===== config.mk =====
export PLATFORM = sky130hd
export DESIGN_NAME = bus_adapter_csr
export DESIGN_NICKNAME = d
export VERILOG_FILES = /design/src/rtl/csr_pkg.sv /design/src/rtl/csr_init_fsm.sv /design/src/rtl/csr_reg_core.sv /design/src/rtl/bus_adapter_csr.sv
export SDC_FILE = /design/constraint.sdc
export NUM_CORES = 1
export LEC_CHECK = 0
export BUFFER_PORTS_ARGS = -buffer_cell sky130_fd_sc_hd__buf_2
export CAP_MARGIN = 40
export CORE_UTILIZATION = 42
export CTS_CLUSTER_SIZE = 14
export DETAILED_ROUTE_END_ITERATION = 16
export MAX_ROUTING_LAYER = met4
export PLACE_DENSITY_LB_ADDON = 0.3
export SLEW_MARGIN = 10
export SYNTH_ARGS = -nofsm -noshare
export SYNTH_HDL_FRONTEND = slang
export SYNTH_SLANG_ARGS = --single-unit

===== constraint.sdc =====
create_clock -name clk -period 2.4 [get_ports clk]
set_input_delay 0.6 -clock clk [delete_from_list [all_inputs] [get_ports clk]]
set_output_delay 0.6 -clock clk [all_outputs]
set_load 0.02 [all_outputs]

===== src/rtl/csr_pkg.sv =====
package csr_pkg;
    parameter int CSR_W     = 18;
    parameter int LVL_W     = 3;
    parameter int LO_LSB    = 0;
    parameter int HI_LSB    = LVL_W;
    parameter int DXF_BIT   = 2 * LVL_W;
    parameter int INIT_BIT  = DXF_BIT + 1;
    parameter int LOP_BIT   = 10;
    parameter int HIP_BIT   = 11;
    parameter int NXD_BIT   = 16;
    parameter int TMO_BIT   = 17;

    localparam logic [CSR_W-1:0] ONE       = {{(CSR_W-1){1'b0}}, 1'b1};
    localparam logic [CSR_W-1:0] LVL_MASK  = (ONE << (2 * LVL_W)) - ONE;
    localparam logic [CSR_W-1:0] DXF_MASK  = ONE << DXF_BIT;
    localparam logic [CSR_W-1:0] WR_MASK   = LVL_MASK | DXF_MASK;
    localparam logic [CSR_W-1:0] ERR_MASK  = (ONE << TMO_BIT) | (ONE << NXD_BIT);
    localparam logic [CSR_W-1:0] RDZ_MASK  = ERR_MASK;
    localparam logic [CSR_W-1:0] PEND_MASK = (ONE << HIP_BIT) | (ONE << LOP_BIT);

    typedef enum logic [0:0] {
        ST_RUN  = 1'b0,
        ST_INIT = 1'b1
    } init_state_t;
endpackage


===== src/rtl/csr_init_fsm.sv =====
module csr_init_fsm
    import csr_pkg::*;
(
    input  logic clk,
    input  logic rst_n,
    input  logic init_req,
    output logic bus_init
);
    init_state_t state_q, state_d;

    always_ff @(posedge clk) begin
        if (!rst_n) state_q <= ST_RUN;
        else        state_q <= state_d;
    end

    always_comb begin
        state_d = state_q;
        unique case (state_q)
            ST_RUN:  state_d = init_req ? ST_INIT : ST_RUN;
            ST_INIT: state_d = init_req ? ST_INIT : ST_RUN;
            default: state_d = ST_RUN;
        endcase
    end

    always_comb begin
        bus_init = 1'b0;
        unique case (state_q)
            ST_RUN:  bus_init = 1'b0;
            ST_INIT: bus_init = 1'b1;
            default: bus_init = 1'b0;
        endcase
    end

    AST_PULSE_CAUSE: assert property (@(posedge clk) disable iff (!rst_n)
        bus_init |-> $past(init_req));
    AST_PULSE_FOLLOWS: assert property (@(posedge clk) disable iff (!rst_n)
        init_req |=> bus_init);
endmodule


===== src/rtl/csr_reg_core.sv =====
module csr_reg_core
    import csr_pkg::*;
#(
    parameter int N_REQ = 4
) (
    input  logic             clk,
    input  logic             rst_n,
    input  logic             wr_en,
    input  logic [CSR_W-1:0] wr_data,
    input  logic             rd_en,
    input  logic [N_REQ-1:0] hi_req,
    input  logic [N_REQ-1:0] lo_req,
    input  logic             nxm_set,
    output logic [CSR_W-1:0] csr_q,
    output logic [CSR_W-1:0] rd_q
);
    logic             hi_any, lo_any;
    logic [CSR_W-1:0] pend_bits;
    logic [CSR_W-1:0] csr_d, rd_d;

    assign hi_any = |hi_req;
    assign lo_any = |lo_req;

    always_comb begin
        pend_bits = '0;
        pend_bits[HIP_BIT] = hi_any;
        pend_bits[LOP_BIT] = lo_any;
    end

    always_comb begin
        csr_d = csr_q;
        rd_d  = rd_q;
        if (wr_en) begin
            if (wr_data[INIT_BIT]) csr_d = wr_data & DXF_MASK;
            else                   csr_d = wr_data & WR_MASK;
            csr_d = csr_d | pend_bits;
        end else if (rd_en) begin
            csr_d = (csr_q | pend_bits) & ~RDZ_MASK;
            rd_d  = csr_d;
        end
        if (nxm_set) csr_d = csr_d | ERR_MASK;
    end

    always_ff @(posedge clk) begin
        if (!rst_n) begin
            csr_q <= '0;
            rd_q  <= '0;
        end else begin
            csr_q <= csr_d;
            rd_q  <= rd_d;
        end
    end

    AST_INIT_KEEPS_DXF: assert property (@(posedge clk) disable iff (!rst_n)
        (wr_en && wr_data[INIT_BIT] && !nxm_set) |=>
        ((csr_q & ~PEND_MASK) == ($past(wr_data) & DXF_MASK)));
    AST_WRITE_MASKED: assert property (@(posedge clk) disable iff (!rst_n)
        (wr_en && !wr_data[INIT_BIT] && !nxm_set) |=>
        ((csr_q & ~PEND_MASK) == ($past(wr_data) & WR_MASK)));
    AST_WRITE_PENDING: assert property (@(posedge clk) disable iff (!rst_n)
        wr_en |=> (csr_q[HIP_BIT] == $past(|hi_req)) && (csr_q[LOP_BIT] == $past(|lo_req)));
    AST_READ_ACKS: assert property (@(posedge clk) disable iff (!rst_n)
        (rd_en && !wr_en) |=> (rd_q[TMO_BIT] == 1'b0) && (rd_q[NXD_BIT] == 1'b0));
    AST_READ_STICKY: assert property (@(posedge clk) disable iff (!rst_n)
        (rd_en && !wr_en && csr_q[HIP_BIT]) |=> csr_q[HIP_BIT]);
    AST_NXM_SETS: assert property (@(posedge clk) disable iff (!rst_n)
        nxm_set |=> (csr_q[TMO_BIT] && csr_q[NXD_BIT]));
    AST_COLLIDE: assert property (@(posedge clk) disable iff (!rst_n)
        (rd_en && wr_en) |=> $stable(rd_q));
endmodule


===== src/rtl/bus_adapter_csr.sv =====
module bus_adapter_csr
    import csr_pkg::*;
#(
    parameter int N_REQ = 4
) (
    input  logic             clk,
    input  logic             rst_n,
    input  logic             wr_en,
    input  logic [CSR_W-1:0] wr_data,
    input  logic             rd_en,
    output logic [CSR_W-1:0] rd_data,
    input  logic [N_REQ-1:0] hi_req,
    input  logic [N_REQ-1:0] lo_req,
    input  logic             nxm_set,
    output logic [CSR_W-1:0] csr_value,
    output logic [LVL_W-1:0] hi_level,
    output logic [LVL_W-1:0] lo_level,
    output logic             bus_init
);
    logic init_req;

    assign init_req = wr_en & wr_data[INIT_BIT];

    csr_reg_core #(.N_REQ(N_REQ)) core_i (
        .clk     (clk),
        .rst_n   (rst_n),
        .wr_en   (wr_en),
        .wr_data (wr_data),
        .rd_en   (rd_en),
        .hi_req  (hi_req),
        .lo_req  (lo_req),
        .nxm_set (nxm_set),
        .csr_q   (csr_value),
        .rd_q    (rd_data)
    );

    csr_init_fsm fsm_i (
        .clk      (clk),
        .rst_n    (rst_n),
        .init_req (init_req),
        .bus_init (bus_init)
    );

    assign hi_level = csr_value[HI_LSB +: LVL_W];
    assign lo_level = csr_value[LO_LSB +: LVL_W];

    AST_LEVEL_FIELDS: assert property (@(posedge clk) disable iff (!rst_n)
        (wr_en && !wr_data[INIT_BIT]) |=>
        (hi_level == $past(wr_data[HI_LSB +: LVL_W])) && (lo_level == $past(wr_data[LO_LSB +: LVL_W])));
endmodule


==> flow_metrics.env, run 1 <==
export IMPL_worstPathArrival_ps=870
export IMPL_ff2ff_setup_slack_ps=1640
export IMPL_cp_required_ps=1800
export IMPL_path_clk_slew_ps=110
export IMPL_drtPass1Iterations=4
export IMPL_grt_pass1_vias=682
export IMPL_die_area_um2=2500
export IMPL_hold_viol=0
export IMPL_antenna_found_initial=0
export IMPL_tns_ps=0
export IMPL_drcViolationCount=0
export IMPL_stdcell_area_um2=1150
export IMPL_dp_cells=174
export IMPL_power_ir_vdd_worst_mv=0.555
export IMPL_status="finished clean"
export IMPL_maxSlewViolCount=0
export IMPL_syn_area_um2=968
export IMPL_placed_area_um2=1100
export IMPL_track_usage_pct=15.8
export IMPL_ys_dominant_reg_cell="dfxtp_1"
export IMPL_cpPeakStageDelay_ps=390
export IMPL_syn_to_final_growth_pct=19.1
export IMPL_drive_above_1_share_pct=38.7
export IMPL_htree_levels=1
export IMPL_cts_made_buffers=3
export IMPL_antenna_left=0
export IMPL_synthAdderAreaFrac_pct=0
export IMPL_min_period_ps=1470
export IMPL_timing_final_crit_share_pct=61.4
export IMPL_worst_path_max_delay_cell="dfxtp_1"
export IMPL_cellLeakagePower_nw=0.572
export IMPL_ios=74
export IMPL_setup_violations=0
export IMPL_critPathTopFamily="flip-flops"
export IMPL_cts_tree="built"
export IMPL_rows=17
export IMPL_dp_hpwl_um=1310
export IMPL_report_power_total_uw=745
export IMPL_root_buffer="clkbuf_4"
export IMPL_drv_cap=0
export IMPL_post_route_util_pct=52.7
export IMPL_cts_max_path_buffers=2
export IMPL_synth_top_family_by_area="buffers and inverters"
export IMPL_die_w_um=50.0
export IMPL_synth_compound_area_share_pct=15.1
export IMPL_ctsResizeCount=0
export IMPL_endpoint_kind="primary output"
export IMPL_ys_warn_count=0
export IMPL_finClkSkew_ps=5.92
export IMPL_initial_core_util_pct=44.2
export IMPL_synth_mux_area_share_pct=1.03
export IMPL_routed_via_density=4.37
export IMPL_seq_area_frac_synth_pct=41.3
export IMPL_cp_cell_sequence="buf_2"
export IMPL_fin_cells=178
export IMPL_cts_sinks=20
export IMPL_synth_distinct_cells=22
export IMPL_wire_per_inst_um=9.67
export IMPL_power_density_nw_per_um2=646
export IMPL_wirelength_um=1720
export IMPL_cp_max_fo=4
export IMPL_die_y_um=50.0
export IMPL_overflow=0
export IMPL_critPathLaunchType="flop"
export IMPL_grt_pass1_wl_um=2860
export IMPL_fmax_mhz=679
export IMPL_critPathKind="flop to primary output"
export IMPL_vias=777
export IMPL_min_path_type="flop to flop"
export IMPL_grt_setup_unrepaired="false"
export IMPL_post_cts_setup_buffer_count=0
export IMPL_async_flop_share_pct=0
export IMPL_synthSimpleGateAreaFrac_pct=20.9
export IMPL_final_nets=182
export IMPL_hold_buffers=0
export IMPL_synth_xor_area_share_pct=0
export IMPL_critical_path_buf_inv_count=1
export IMPL_insertedDiodeCount=0
export IMPL_postSynthAreaPerCell_um2=8.72
export IMPL_ys_ff_latch=20
export IMPL_core_area_um2=2190
export IMPL_fill_cells=220
export IMPL_clkLatencyLatePin_ps=300
export IMPL_numPortBuffers=47
export IMPL_routabilityCongestion=0.687
export IMPL_synth_edf_count=0
export IMPL_grt_max_degree=22
export IMPL_synthCells=111
export IMPL_drt_iter0_drc=9
cells in the final DEF (no fill, tap or decap):
cell       count
and3_1         1
dfxtp_1       20
a21boi_1       1
nand2b_1       1
and2_1         1
o21ai_0        4
nand3b_1       2
nor4_1         2
a21oi_1        8
nand2_1       15
inv_1          1
bufinv_16      1
buf_4          1
and2b_1        1
nor2_1         3
mux2i_1        1
o22ai_1        1
clkbuf_4       3
a21boi_2       6
buf_2         47
conb_1        16
nor2b_1       13
o21ai_1        1
cell families (layout without fill, tap and decap cells):
| kind of cell | count (synthesis) | in the layout |
|---|---|---|
| flops | 20 | 20 |
| buf+inv | 29 | 53 |
| other cells | 1 | 16 |
| compound gates | 21 | 21 |
| simple gates | 39 | 39 |
| mux | 1 | 1 |
Yosys cell counts (2+ instances only):
library cell  number  area share, %
a21oi_1            8            4.1
buf_4             25             19
nor2b_1           13            8.4
dfxtp_1           20             41
buf_2              2            1.0
nor4_1             2            1.3
nand3b_1           2            1.5
o21ai_0            4            2.1
nand2_1           15            5.8
nor2_1             3            1.2
a21boi_2           6            7.0
through the flow:
step / setup WS (ps) / hold WS, ps
floorplan: 1160 / 531
global placement: 785 / 438
detailed placement: 745 / 449
CTS: 908 / 467
global route: 852 / 500
finish: 927 / 462
worst paths after layout:
check                   from              end  cells after the start
max          core_i.csr_q[3]     csr_value[3]                      1
max reg2reg  core_i.csr_q[5]  core_i.csr_q[5]                      3
min reg2reg   core_i.rd_q[4]   core_i.rd_q[4]                      2
min           core_i.rd_q[4]   core_i.rd_q[4]                      2
flip-flops by register name, indices dropped and copies added (netlist names):
name and flops:
core_i.rd_q 9, core_i.csr_q 10, fsm_i.state_q 1
area by class of cell:
class | count | area, um^2 | share of cell area [%]
multi-input cells | 77 | 419 | 36.3
flip-flops and latches | 20 | 400 | 34.7
repair buffers | 48 | 243 | 21.0
well taps | 28 | 35.0 | 3.04
clock inverters | 1 | 30.0 | 2.60
clock buffers | 3 | 22.5 | 1.95
inverters | 1 | 3.75 | 0.325
metal layers:
layer  up-vias  GRT usage [%]  share of wire [%]
met3         2           5.56                7.0
met1       344           17.5                 46
met5         -              -                  0
li1        396              -                  -
met2        35           26.4                 47
met4         0           4.29               0.58
power breakdown:
part / switching, mW / internal (mW) / total [mW]
Sequential: 0.00901 / 0.346 / 0.355
Clock: 0.102 / 0.169 / 0.271
Combinational: 0.0790 / 0.0410 / 0.120
Total: 0.190 / 0.556 / 0.745
Power figures use the tool's default switching activity.
==> run 2: changes to the inputs <==
--- a/config.mk
+++ b/config.mk
@@ -5,9 +5,10 @@
 export SDC_FILE = /design/constraint.sdc
 export NUM_CORES = 1
 export LEC_CHECK = 0
+export ABC_AREA = 1
 export BUFFER_PORTS_ARGS = -buffer_cell sky130_fd_sc_hd__buf_2
 export CAP_MARGIN = 40
-export CORE_UTILIZATION = 42
+export CORE_UTILIZATION = 38
 export CTS_CLUSTER_SIZE = 14
 export DETAILED_ROUTE_END_ITERATION = 16
 export MAX_ROUTING_LAYER = met4
==> constraint.sdc (replaced) <==
create_clock -name clk -period 1.4 [get_ports clk]
set_input_delay 0.35 -clock clk [delete_from_list [all_inputs] [get_ports clk]]
set_output_delay 0.35 -clock clk [all_outputs]
set_load 0.02 [all_outputs]
==> flow_metrics.env, run 2 <==
export IMPL_status="finished clean"
export IMPL_grt_pass1_vias=646
export IMPL_largest_reg_flops=10
export IMPL_min_path_type="primary input to flop"
export IMPL_seq_area_frac_synth_pct=43.7
export IMPL_wirelength_um=1730
export IMPL_ctsResizeCount=0
export IMPL_yosys_area_top_type="dfxtp_1"
export IMPL_hold_viol=0
export IMPL_fill_cells=244
export IMPL_regMostFlops="core_i.csr_q"
export IMPL_min_period_ps=1210
export IMPL_power_ir_vdd_worst_mv=0.573
export IMPL_placed_area_um2=1070
export IMPL_clkLatencyLatePin_ps=280
export IMPL_synth_distinct_cells=17
export IMPL_worstPathArrival_ps=860
export IMPL_report_power_total_mw=1.11
export IMPL_cp_cell_sequence="buf_2"
export IMPL_dp_worst_setup_slack_ps=212
export IMPL_endpoint_kind="primary output"
export IMPL_dp_hpwl_um=1410
export IMPL_antenna_left=0
export IMPL_die_w_um=51.1
export IMPL_grt_pass1_wl_um=2850
export IMPL_worst_path_max_delay_cell="dfxtp_1"
export IMPL_mostFrequentLayoutCell="buf_2"
export IMPL_yosysMostFrequentCell="nor2_1"
export IMPL_drv_cap=0
export IMPL_htree_levels=1
export IMPL_regArea_um2=400
export IMPL_drtPass1Iterations=4
export IMPL_drt_iter0_drc=7
export IMPL_postSynthAreaPerCell_um2=7.46
export IMPL_async_flop_share_pct=0
export IMPL_grt_max_degree=12
export IMPL_timing_final_crit_share_pct=86.6
export IMPL_cp_required_ps=1050
export IMPL_hold_buffers=0
export IMPL_routed_via_density=4.14
export IMPL_root_buffer="clkbuf_4"
export IMPL_initial_core_util_pct=41.1
export IMPL_cellLeakagePower_nw=0.601
export IMPL_drcViolationCount=0
export IMPL_syn_to_final_growth_pct=18.7
export IMPL_synth_edf_count=0
export IMPL_vias=794
export IMPL_insertedDiodeCount=0
export IMPL_tns_ps=0
export IMPL_drive_above_1_share_pct=34.1
export IMPL_layout_common_cells="buf_2, nor2_1, nand2_1"
export IMPL_core_area_um2=2230
export IMPL_ys_ff_latch=20
export IMPL_die_y_um=51.1
export IMPL_top_regs="core_i.csr_q: 10 flops, core_i.rd_q: 9 flops, fsm_i.state_q: 1 flops"
export IMPL_stdcell_area_um2=1090
export IMPL_syn_area_um2=917
export IMPL_critPathKind="flop to primary output"
export IMPL_synth_common_cells="nor2_1, buf_4, nand2_1, dfxtp_1, a21oi_1"
export IMPL_routabilityCongestion=0.738
export IMPL_critical_path_buf_inv_count=1
export IMPL_antenna_found_initial=0
export IMPL_ys_dominant_reg_cell="dfxtp_1"
export IMPL_cts_max_path_buffers=2
export IMPL_power_density_nw_per_um2=1020
export IMPL_fmax_mhz=825
export IMPL_multi_input_area_um2=354
export IMPL_cts_tree="built"
export IMPL_overflow=0
export IMPL_wire_per_inst_um=9.03
export IMPL_numPortBuffers=47
export IMPL_setup_violations=0
export IMPL_track_usage_pct=14.9
export IMPL_cts_sinks=20
export IMPL_maxSlewViolCount=0
export IMPL_grt_setup_unrepaired="false"
export IMPL_synth_area_leaders="dfxtp_1, buf_4, nor2_1, nand2_1, a21oi_1"
export IMPL_critPathLaunchType="flop"
export IMPL_finalWorstSetupSlack_ps=188
export IMPL_finClkSkew_ps=1.11
export IMPL_critPathTopFamily="flip-flops"
export IMPL_cp_max_fo=4
export IMPL_ys_warn_count=0
export IMPL_path_clk_slew_ps=100
export IMPL_synthCells=123
export IMPL_final_nets=197
export IMPL_fin_hold_ws_ps=294
export IMPL_cpPeakStageDelay_ps=390
export IMPL_synth_top_area_share_pct=43.7
export IMPL_die_area_um2=2610
export IMPL_rows=17
export IMPL_ios=74
export IMPL_post_cts_setup_buffer_count=0
export IMPL_cts_made_buffers=3
[run 2: power breakdown]
group	switching (mW)	internal [mW]	total, mW
sequential	0.0189	0.601	0.620
combinational	0.161	0.0751	0.236
clock	0.155	0.0997	0.254
total	0.334	0.776	1.11
[run 2: through the flow]
stage	cells	util, %
floorplan	138	-
CTS	192	48.7
detailed placement	189	47.7
finish	192	48.7
global placement	189	47.7
global route	192	48.7
[run 2: path summary, 6_finish.rpt]
| check | endpoint | from | slack (ps) | cells after the start |
|---|---|---|---|---|
| setup / recovery | hi_level[1] | core_i.csr_q[4] | 190 | 1 |
| hold / removal | core_i.csr_q[1] | wr_data[1] | 290 | 3 |
| setup reg to reg | core_i.rd_q[0] | core_i.csr_q[0] | 720 | 2 |
| hold reg to reg | core_i.rd_q[1] | core_i.rd_q[1] | 490 | 2 |
[run 2: area by class of cell]
class	instances	share of cell area, %
Clock buffer	3	2.07
Inverter	7	2.41
Multi-Input combinational cell	85	32.5
Sequential cell	20	36.8
Tap cell	28	3.22
Timing Repair Buffer	49	23.0
[run 2: kinds of logic (layout without fill, tap and decap cells)]
group / Yosys count / count (layout) / synth area share, %
DFF: 20 / 20 / 43.7
AOI/OAI and AO/OA: 19 / 19 / 10.4
and+or+nand+nor: 50 / 50 / 21.7
buffers and inverters: 33 / 59 / 23.9
other: 1 / 16 / 0.409
[run 2: per-layer routing]
layer | part of all wire (%) | routed length (um) | track usage (%) | vias up
met5 | 0 | 0 | - | -
met4 | 0.81 | 14 | 7.87 | 0
met3 | 5.5 | 96 | 2.98 | 2
met2 | 49 | 854 | 23.7 | 27
met1 | 44 | 768 | 17.6 | 340
li1 | - | - | - | 425
